$ cat config.mk
export PLATFORM = sky130hd
export DESIGN_NAME = rxq_dispatch
export DESIGN_NICKNAME = d
export VERILOG_FILES = /design/src/rtl/rxq_pkg.sv /design/src/rtl/rxq_cfg_ctrl.sv /design/src/rtl/rxq_hash.sv /design/src/rtl/rxq_qmap.sv /design/src/rtl/rxq_dispatch.sv
export SDC_FILE = /design/constraint.sdc
export NUM_CORES = 2
export LEC_CHECK = 0
export BUFFER_PORTS_ARGS = -buffer_cell sky130_fd_sc_hd__clkbuf_2
export CELL_PAD_IN_SITES_DETAIL_PLACEMENT = 0
export CELL_PAD_IN_SITES_GLOBAL_PLACEMENT = 1
export CORE_AREA = 2 2 460 462
export DETAILED_ROUTE_END_ITERATION = 8
export DIE_AREA = 0 0 462 464
export PLACE_DENSITY_LB_ADDON = 0.1
export SLEW_MARGIN = 10
export SYNTH_ARGS = -nofsm -noshare
export SYNTH_HDL_FRONTEND = slang
export SYNTH_SLANG_ARGS = --single-unit
$ cat constraint.sdc
create_clock -name clk -period 15.8 [get_ports clk]
set_clock_uncertainty 0.05 [all_clocks]
set_input_delay 3.16 -clock clk [delete_from_list [all_inputs] [get_ports clk]]
set_output_delay 3.16 -clock clk [all_outputs]
set_load 0.005 [all_outputs]
$ cat src/rtl/rxq_pkg.sv
package rxq_pkg;

    typedef struct packed {
        logic [7:0]  proto;
        logic [31:0] src_ip;
        logic [31:0] dst_ip;
        logic [15:0] src_port;
        logic [15:0] dst_port;
    } flow_t;

    localparam int TUPLE_W = $bits(flow_t);
    localparam int KEY_W   = TUPLE_W + 32;

    // one bit of hash key number k, bit position p (0 = lsb of KEY_W)
    function automatic logic key_bit(input int k, input int p);
        int         byte_idx;
        int         val;
        logic [7:0] b;
        byte_idx = (KEY_W - 1 - p) / 8;
        val      = byte_idx * 59 + k * 113 + 90;
        b        = val[7:0];
        return b[p[2:0]];
    endfunction

    function automatic flow_t make_tuple(input logic [7:0] proto,
                                         input logic [31:0] sip,
                                         input logic [31:0] dip,
                                         input logic [15:0] sport,
                                         input logic [15:0] dport,
                                         input logic has_ports);
        flow_t f;
        f.proto    = proto;
        f.src_ip   = sip;
        f.dst_ip   = dip;
        f.src_port = has_ports ? sport : 16'h0;
        f.dst_port = has_ports ? dport : 16'h0;
        return f;
    endfunction

endpackage

$ cat src/rtl/rxq_cfg_ctrl.sv
module rxq_cfg_ctrl #(
    parameter int NUM_Q_MAX = 128,
    parameter int NUM_HASH  = 4,
    parameter int FILL_W    = 8,
    parameter int HOLD_W    = 16,
    localparam int CW = $clog2(NUM_Q_MAX + 1),
    localparam int SW = (NUM_HASH > 1) ? $clog2(NUM_HASH) : 1
) (
    input  logic                        clk,
    input  logic                        rst,
    input  logic                        cfg_valid,
    input  logic [CW-1:0]               cfg_count,
    input  logic [SW-1:0]               cfg_hash_sel,
    input  logic                        cfg_auto_en,
    input  logic [FILL_W-1:0]           cfg_full_thr,
    input  logic [HOLD_W-1:0]           cfg_holdoff,
    input  logic [NUM_Q_MAX*FILL_W-1:0] q_fill,
    output logic [CW-1:0]               act_count,
    output logic [SW-1:0]               act_sel
);

    typedef struct packed {
        logic [CW-1:0]     count;
        logic [SW-1:0]     sel;
        logic              auto_en;
        logic [FILL_W-1:0] thr;
        logic [HOLD_W-1:0] holdoff;
    } cfg_t;

    cfg_t              cur;
    logic [HOLD_W-1:0] hold_cnt;
    logic              near_any;
    logic              auto_fire;
    logic [CW-1:0]     count_clamped;
    logic [SW-1:0]     sel_next;
    logic [SW-1:0]     sel_wr;

    always_comb begin
        near_any = 1'b0;
        for (int q = 0; q < NUM_Q_MAX; q++) begin
            if ((CW'(q) < cur.count) && (q_fill[q*FILL_W +: FILL_W] >= cur.thr))
                near_any = 1'b1;
        end
    end

    assign auto_fire = cur.auto_en && near_any && (hold_cnt == '0);

    always_comb begin
        if (cfg_count == '0)
            count_clamped = CW'(1);
        else if (cfg_count > CW'(NUM_Q_MAX))
            count_clamped = CW'(NUM_Q_MAX);
        else
            count_clamped = cfg_count;
    end

    always_comb begin
        if (cur.sel == SW'(NUM_HASH - 1))
            sel_next = '0;
        else
            sel_next = cur.sel + SW'(1);
        if (cfg_hash_sel > SW'(NUM_HASH - 1))
            sel_wr = '0;
        else
            sel_wr = cfg_hash_sel;
    end

    always_ff @(posedge clk) begin
        if (rst) begin
            cur.count   <= CW'(NUM_Q_MAX);
            cur.sel     <= '0;
            cur.auto_en <= 1'b0;
            cur.thr     <= '1;
            cur.holdoff <= '0;
            hold_cnt    <= '0;
        end else if (cfg_valid) begin
            cur.count   <= count_clamped;
            cur.sel     <= sel_wr;
            cur.auto_en <= cfg_auto_en;
            cur.thr     <= cfg_full_thr;
            cur.holdoff <= cfg_holdoff;
            if (hold_cnt != '0)
                hold_cnt <= hold_cnt - HOLD_W'(1);
        end else if (auto_fire) begin
            cur.sel  <= sel_next;
            hold_cnt <= cur.holdoff;
        end else if (hold_cnt != '0) begin
            hold_cnt <= hold_cnt - HOLD_W'(1);
        end
    end

    assign act_count = cur.count;
    assign act_sel   = cur.sel;

    assert_count_range_R6: assert property (@(posedge clk) disable iff (rst)
        (act_count >= CW'(1)) && (act_count <= CW'(NUM_Q_MAX)));

    assert_auto_switch_R8: assert property (@(posedge clk) disable iff (rst)
        (cur.auto_en && near_any && hold_cnt == '0 && !cfg_valid) |=> (act_sel != $past(act_sel)));

    assert_holdoff_blocks_R9: assert property (@(posedge clk) disable iff (rst)
        (hold_cnt != '0 && !cfg_valid) |=> $stable(act_sel));

    assert_no_spurious_switch_R10: assert property (@(posedge clk) disable iff (rst)
        (!near_any && !cfg_valid) |=> $stable(act_sel));

    assert_write_wins_R11: assert property (@(posedge clk) disable iff (rst)
        cfg_valid |=> (act_sel == $past(sel_wr)));

endmodule

$ cat src/rtl/rxq_hash.sv
module rxq_hash #(
    parameter int NUM_Q_MAX = 128,
    parameter int NUM_HASH  = 4,
    localparam int QW = $clog2(NUM_Q_MAX),
    localparam int SW = (NUM_HASH > 1) ? $clog2(NUM_HASH) : 1
) (
    input  rxq_pkg::flow_t   tuple,
    input  logic [SW-1:0]    sel,
    output logic [QW-1:0]    bucket
);
    import rxq_pkg::*;

    logic [TUPLE_W-1:0] bits;
    assign bits = tuple;

    // only the low QW bits of the 32-bit Toeplitz result are built
    always_comb begin
        bucket = '0;
        for (int r = 0; r < QW; r++) begin
            logic acc;
            acc = 1'b0;
            for (int i = 0; i < TUPLE_W; i++) begin
                acc = acc ^ (bits[TUPLE_W - 1 - i] & key_bit(int'(sel), TUPLE_W - i + r));
            end
            bucket[r] = acc;
        end
    end

endmodule

$ cat src/rtl/rxq_qmap.sv
module rxq_qmap #(
    parameter int NUM_Q_MAX = 128,
    localparam int QW = $clog2(NUM_Q_MAX),
    localparam int CW = $clog2(NUM_Q_MAX + 1)
) (
    input  logic          clk,
    input  logic          rst,
    input  logic          in_valid,
    input  logic [QW-1:0] in_bucket,
    input  logic [CW-1:0] in_count,
    output logic          out_valid,
    output logic [QW-1:0] out_queue
);

    logic [CW-1:0] bucket_ext;
    assign bucket_ext = CW'(in_bucket);

    always_ff @(posedge clk) begin
        if (rst) begin
            out_valid <= 1'b0;
            out_queue <= '0;
        end else begin
            out_valid <= in_valid;
            out_queue <= QW'(bucket_ext % in_count);
        end
    end

    assert_index_in_range_R3: assert property (@(posedge clk) disable iff (rst)
        out_valid |-> (CW'(out_queue) < $past(in_count)));

endmodule

$ cat src/rtl/rxq_dispatch.sv
module rxq_dispatch #(
    parameter int NUM_Q_MAX = 128,
    parameter int NUM_HASH  = 4,
    parameter int FILL_W    = 8,
    parameter int HOLD_W    = 16,
    localparam int QW = $clog2(NUM_Q_MAX),
    localparam int CW = $clog2(NUM_Q_MAX + 1),
    localparam int SW = (NUM_HASH > 1) ? $clog2(NUM_HASH) : 1
) (
    input  logic                        clk,
    input  logic                        rst,
    input  logic                        hdr_valid,
    input  logic [7:0]                  hdr_proto,
    input  logic [31:0]                 hdr_src_ip,
    input  logic [31:0]                 hdr_dst_ip,
    input  logic [15:0]                 hdr_src_port,
    input  logic [15:0]                 hdr_dst_port,
    input  logic                        hdr_has_ports,
    input  logic [NUM_Q_MAX*FILL_W-1:0] q_fill,
    input  logic                        cfg_valid,
    input  logic [CW-1:0]               cfg_count,
    input  logic [SW-1:0]               cfg_hash_sel,
    input  logic                        cfg_auto_en,
    input  logic [FILL_W-1:0]           cfg_full_thr,
    input  logic [HOLD_W-1:0]           cfg_holdoff,
    output logic                        out_valid,
    output logic [QW-1:0]               out_queue
);
    import rxq_pkg::*;

    typedef struct packed {
        logic          vld;
        logic [QW-1:0] bucket;
        logic [CW-1:0] count;
    } stage_t;

    flow_t         tuple;
    logic [CW-1:0] act_count;
    logic [SW-1:0] act_sel;
    logic [QW-1:0] bucket;
    stage_t        s1;
    logic [1:0]    since_rst;

    assign tuple = make_tuple(hdr_proto, hdr_src_ip, hdr_dst_ip,
                              hdr_src_port, hdr_dst_port, hdr_has_ports);

    rxq_cfg_ctrl #(
        .NUM_Q_MAX(NUM_Q_MAX), .NUM_HASH(NUM_HASH),
        .FILL_W(FILL_W), .HOLD_W(HOLD_W)
    ) i_cfg (
        .clk(clk), .rst(rst),
        .cfg_valid(cfg_valid), .cfg_count(cfg_count), .cfg_hash_sel(cfg_hash_sel),
        .cfg_auto_en(cfg_auto_en), .cfg_full_thr(cfg_full_thr), .cfg_holdoff(cfg_holdoff),
        .q_fill(q_fill), .act_count(act_count), .act_sel(act_sel)
    );

    rxq_hash #(.NUM_Q_MAX(NUM_Q_MAX), .NUM_HASH(NUM_HASH)) i_hash (
        .tuple(tuple), .sel(act_sel), .bucket(bucket)
    );

    // stage 1: hash result plus a snapshot of the settings it was made with
    always_ff @(posedge clk) begin
        if (rst) begin
            s1.vld    <= 1'b0;
            s1.bucket <= '0;
            s1.count  <= CW'(NUM_Q_MAX);
        end else begin
            s1.vld    <= hdr_valid;
            s1.bucket <= bucket;
            s1.count  <= act_count;
        end
    end

    rxq_qmap #(.NUM_Q_MAX(NUM_Q_MAX)) i_qmap (
        .clk(clk), .rst(rst),
        .in_valid(s1.vld), .in_bucket(s1.bucket), .in_count(s1.count),
        .out_valid(out_valid), .out_queue(out_queue)
    );

    always_ff @(posedge clk) begin
        if (rst)
            since_rst <= '0;
        else if (since_rst != 2'd2)
            since_rst <= since_rst + 2'd1;
    end

    assert_two_cycle_latency_R4: assert property (@(posedge clk) disable iff (rst)
        (since_rst == 2'd2) |-> (out_valid == $past(hdr_valid, 2)));

    assert_reset_quiet_R7: assert property (@(posedge clk)
        $past(rst) |-> !out_valid);

endmodule

==> metrics.csv <==
stage;metric;value;unit
critical_path;r2r_start;s1[4];
cts;post_cts_buffers;0;
sta;finalHoldViolations;0;
yosys;syn_avg_cell_area;7.89;um^2
floorplanning;boundaryPins;1176;
yosys;seq_area_frac_synth;0.0434;
job;maxCapViolCount;0;
floorplanning;fp.dieH;464;um
yosys;synth_area_leaders;ha_1, xnor2_1, a21oi_1;
yosys;ys_types;82;
cts;clock-sinks;75;
sta;min_period;12.93;ns
grt;first_global_vias;37700;
critical_path;startpoint_type;flop;
sta;fin_tns_setup;0;ns
sta;slew_headroom;0.295;
grt;grt_pass1_wl;311;mm
critical_path;max_stage_delay;0.76;ns
drt;via_count;37000;
critical_path;critPathMaxFanout;12;
finish;nets;7687;
floorplanning;start_util;0.165;
floorplanning;core;209000;um^2
drt;drt_iter0_markers;1592;
critical_path;critical_path_class;flop to flop;
yosys;syn_area;34600;um^2
floorplanning;die_area;214000;um^2
yosys;synth-seq-cells;75;
drt;drcViolationCount;0;
critical_path;slowest_stage;nor3_1;
cts;cts_tree;yes;
drt;wl;232;mm
grt;grt_max_degree;69;
hold_path;min_from;i_cfg.cur[1];
yosys;synth_edf_count;0;
place;io_buffer_count;1175;
cts;htreeDepth;3;
cts;cts_buffers;9;
cts;clk_root_buffer_cell;clkbuf_16;
yosys;synthCells;4384;
drt;ant_nets;0;
cts;hold_buffers;0;
yosys;yosys.area.top_type;ha_1;
sta;rsz0062_at_grt;no;
critical_path;path_common_cell;o21a_1;
cts;worstSkewPairLatency;0.38;ns
drt;viasPerCell;4.46;
critical_path;critPathLaunch;s1[4];
sta;setup_viol;0;
yosys;syn_nets;6624;
cts;clk_pin_slew;0.07;ns
critical_path;reg2reg_slack;2.87;ns
sta;tightest_slew;1.05;ns
yosys;yosysWarnings;0;
floorplanning;rows;168;
grt;overflow;0;
grt;grt_util_all_layers;0.208;
pwr;p_leak;22.1;nW
floorplanning;die_w;462;um
yosys;ys.flop_type;dfxtp_1;
grt;antenna_found_initial;136;
critical_path;arrival;13.11;ns
sta;post-route-period-util;0.818;
cts;clock_path_buffers;2;
finish;fill_cells;23800;
place;post-dp-hpwl;195;mm
critical_path;critPathRequiredTime;15.99;ns
critical_path;worstSetupEndpointType;flop;
status;outcome;finished clean;
drt;first_pass_iters;5;
yosys;synthArstFlopShare;0;
drt;routedWlPerCell;27.9;um
cts;cts-resized-gates;0;
hold_path;hp-class;flop to flop;
place;gp_congestion;0.825;
sta;max_freq;77.4;MHz
finish;area_delta_synth_final;28.2;%
pwr;irDropWorstVdd;0.0500;mV
yosys;synth_top_area_share;0.387;
finish;drive_gt1_frac;0.242;
pwr;power.total;2.86;mW
pwr;p_per_area;64.4;nW/um^2
sta;slew_viol_final;0;
## metrics by stage
stage,util,area (um^2),std cells,worst slack (ns),hold WS (ns)
finish,0.212,44400,8303,2.87,0.426
global route,0.212,44300,8281,1.56,0.452
CTS,0.212,44200,8257,2.85,0.432
detailed placement,0.210,43900,8241,2.92,0.418
global placement,0.210,43900,8241,2.80,0.417
floorplan,-,34600,4384,4.81,0.364
## final timing paths
check	endpoint	cells past startpoint
hold reg to reg	i_cfg.hold_cnt[1]	2
hold / removal	i_cfg.hold_cnt[1]	2
setup / recovery	i_qmap.out_queue[1]	49
setup reg to reg	i_qmap.out_queue[1]	49
## cells in the final DEF, fill, tap and decap left out, types with 19 or more instances in the layout
master,instances
xnor2_1,390
nand2b_1,104
clkbuf_2,1174
inv_1,201
o22ai_1,59
buf_4,61
dfxtp_1,72
a31oi_1,31
nor2b_1,77
nand2_1,331
o2111ai_1,36
a21o_1,89
nand3_1,95
a21oi_1,325
o211ai_1,34
o21a_1,79
nor2_1,222
a211oi_1,83
nor4_1,20
xor2_1,137
mux2i_1,78
diode_2,46
o221ai_1,19
nor3_1,64
nand4_1,30
ha_1,1068
o21ai_0,255
a2111oi_0,38
## synth_stat cells (21+ instances only)
master / instances
mux2i_1: 78
nor2_1: 224
xor2_1: 138
a21o_1: 89
a21oi_1: 325
nand3_1: 95
clkbuf_1: 157
nor2b_1: 79
a2111oi_0: 39
a31oi_1: 31
o21a_1: 79
inv_1: 208
o211ai_1: 34
o2111ai_1: 36
nand4_1: 30
o21ai_0: 255
nor3_1: 64
ha_1: 1071
xnor2_1: 390
buf_1: 25
dfxtp_1: 75
nor4_1: 21
a211oi_1: 84
nand2b_1: 104
o22ai_1: 59
nand2_1: 331
## kinds of logic (layout without fill, tap and decap cells)
family                     count (synthesis)  in the layout  share of synthesized area
xor gates and xnor gates                 528            528                      0.134
adders and majority gates               1072           1072                      0.388
AOI/OAI and AO/OA                       1205           1205                      0.225
buffers and inverters                    401           1469                     0.0441
and+or+nand+nor                         1009           1009                      0.138
DFF                                       75             75                     0.0434
muxes                                     93             93                     0.0274
other                                      1             47                   0.000108
## state kept, by name (all words and copies together) (netlist names)
register and cells:
i_cfg.act_count 8, i_cfg.act_sel 2, i_cfg.cur 25, i_cfg.hold_cnt 16
i_qmap.out_queue 7, i_qmap.out_valid 1, s1 16
## area by class of cell
cell class / count / area, um^2 / area share
antenna: 46 / 115 / 0.00260
tap: 2805 / 3510 / 0.0791
timing repair buffer: 1241 / 6440 / 0.145
clock buffer: 9 / 225 / 0.00508
sequential: 75 / 1510 / 0.0340
inverter: 212 / 833 / 0.0188
multi-input combinational: 3908 / 31600 / 0.713
clock inverter: 7 / 96.3 / 0.00217
## metal layers
metal	wire [um]	global-route usage
met2	120000	0.394
met1	94800	0.240
met4	3380	0.0349
met5	502	0
met3	12800	0.0422
## critical path, delay by kind of cell, from the launching register on
family	cells	cell delay, ns
AO/OA/AOI/OAI	33	6.71
AND/OR/NAND/NOR	7	2.47
adder cells (fa/ha/maj)	6	2.10
multiplexers	3	1.14
flip-flops	1	0.31
## report_power, final
group	internal, mW	switching (mW)	total, mW
Clock	0.128	0.110	0.238
Combinational	1.01	1.34	2.35
Sequential	0.231	0.0330	0.264
Note: power is estimated with default switching activity, not from simulation.
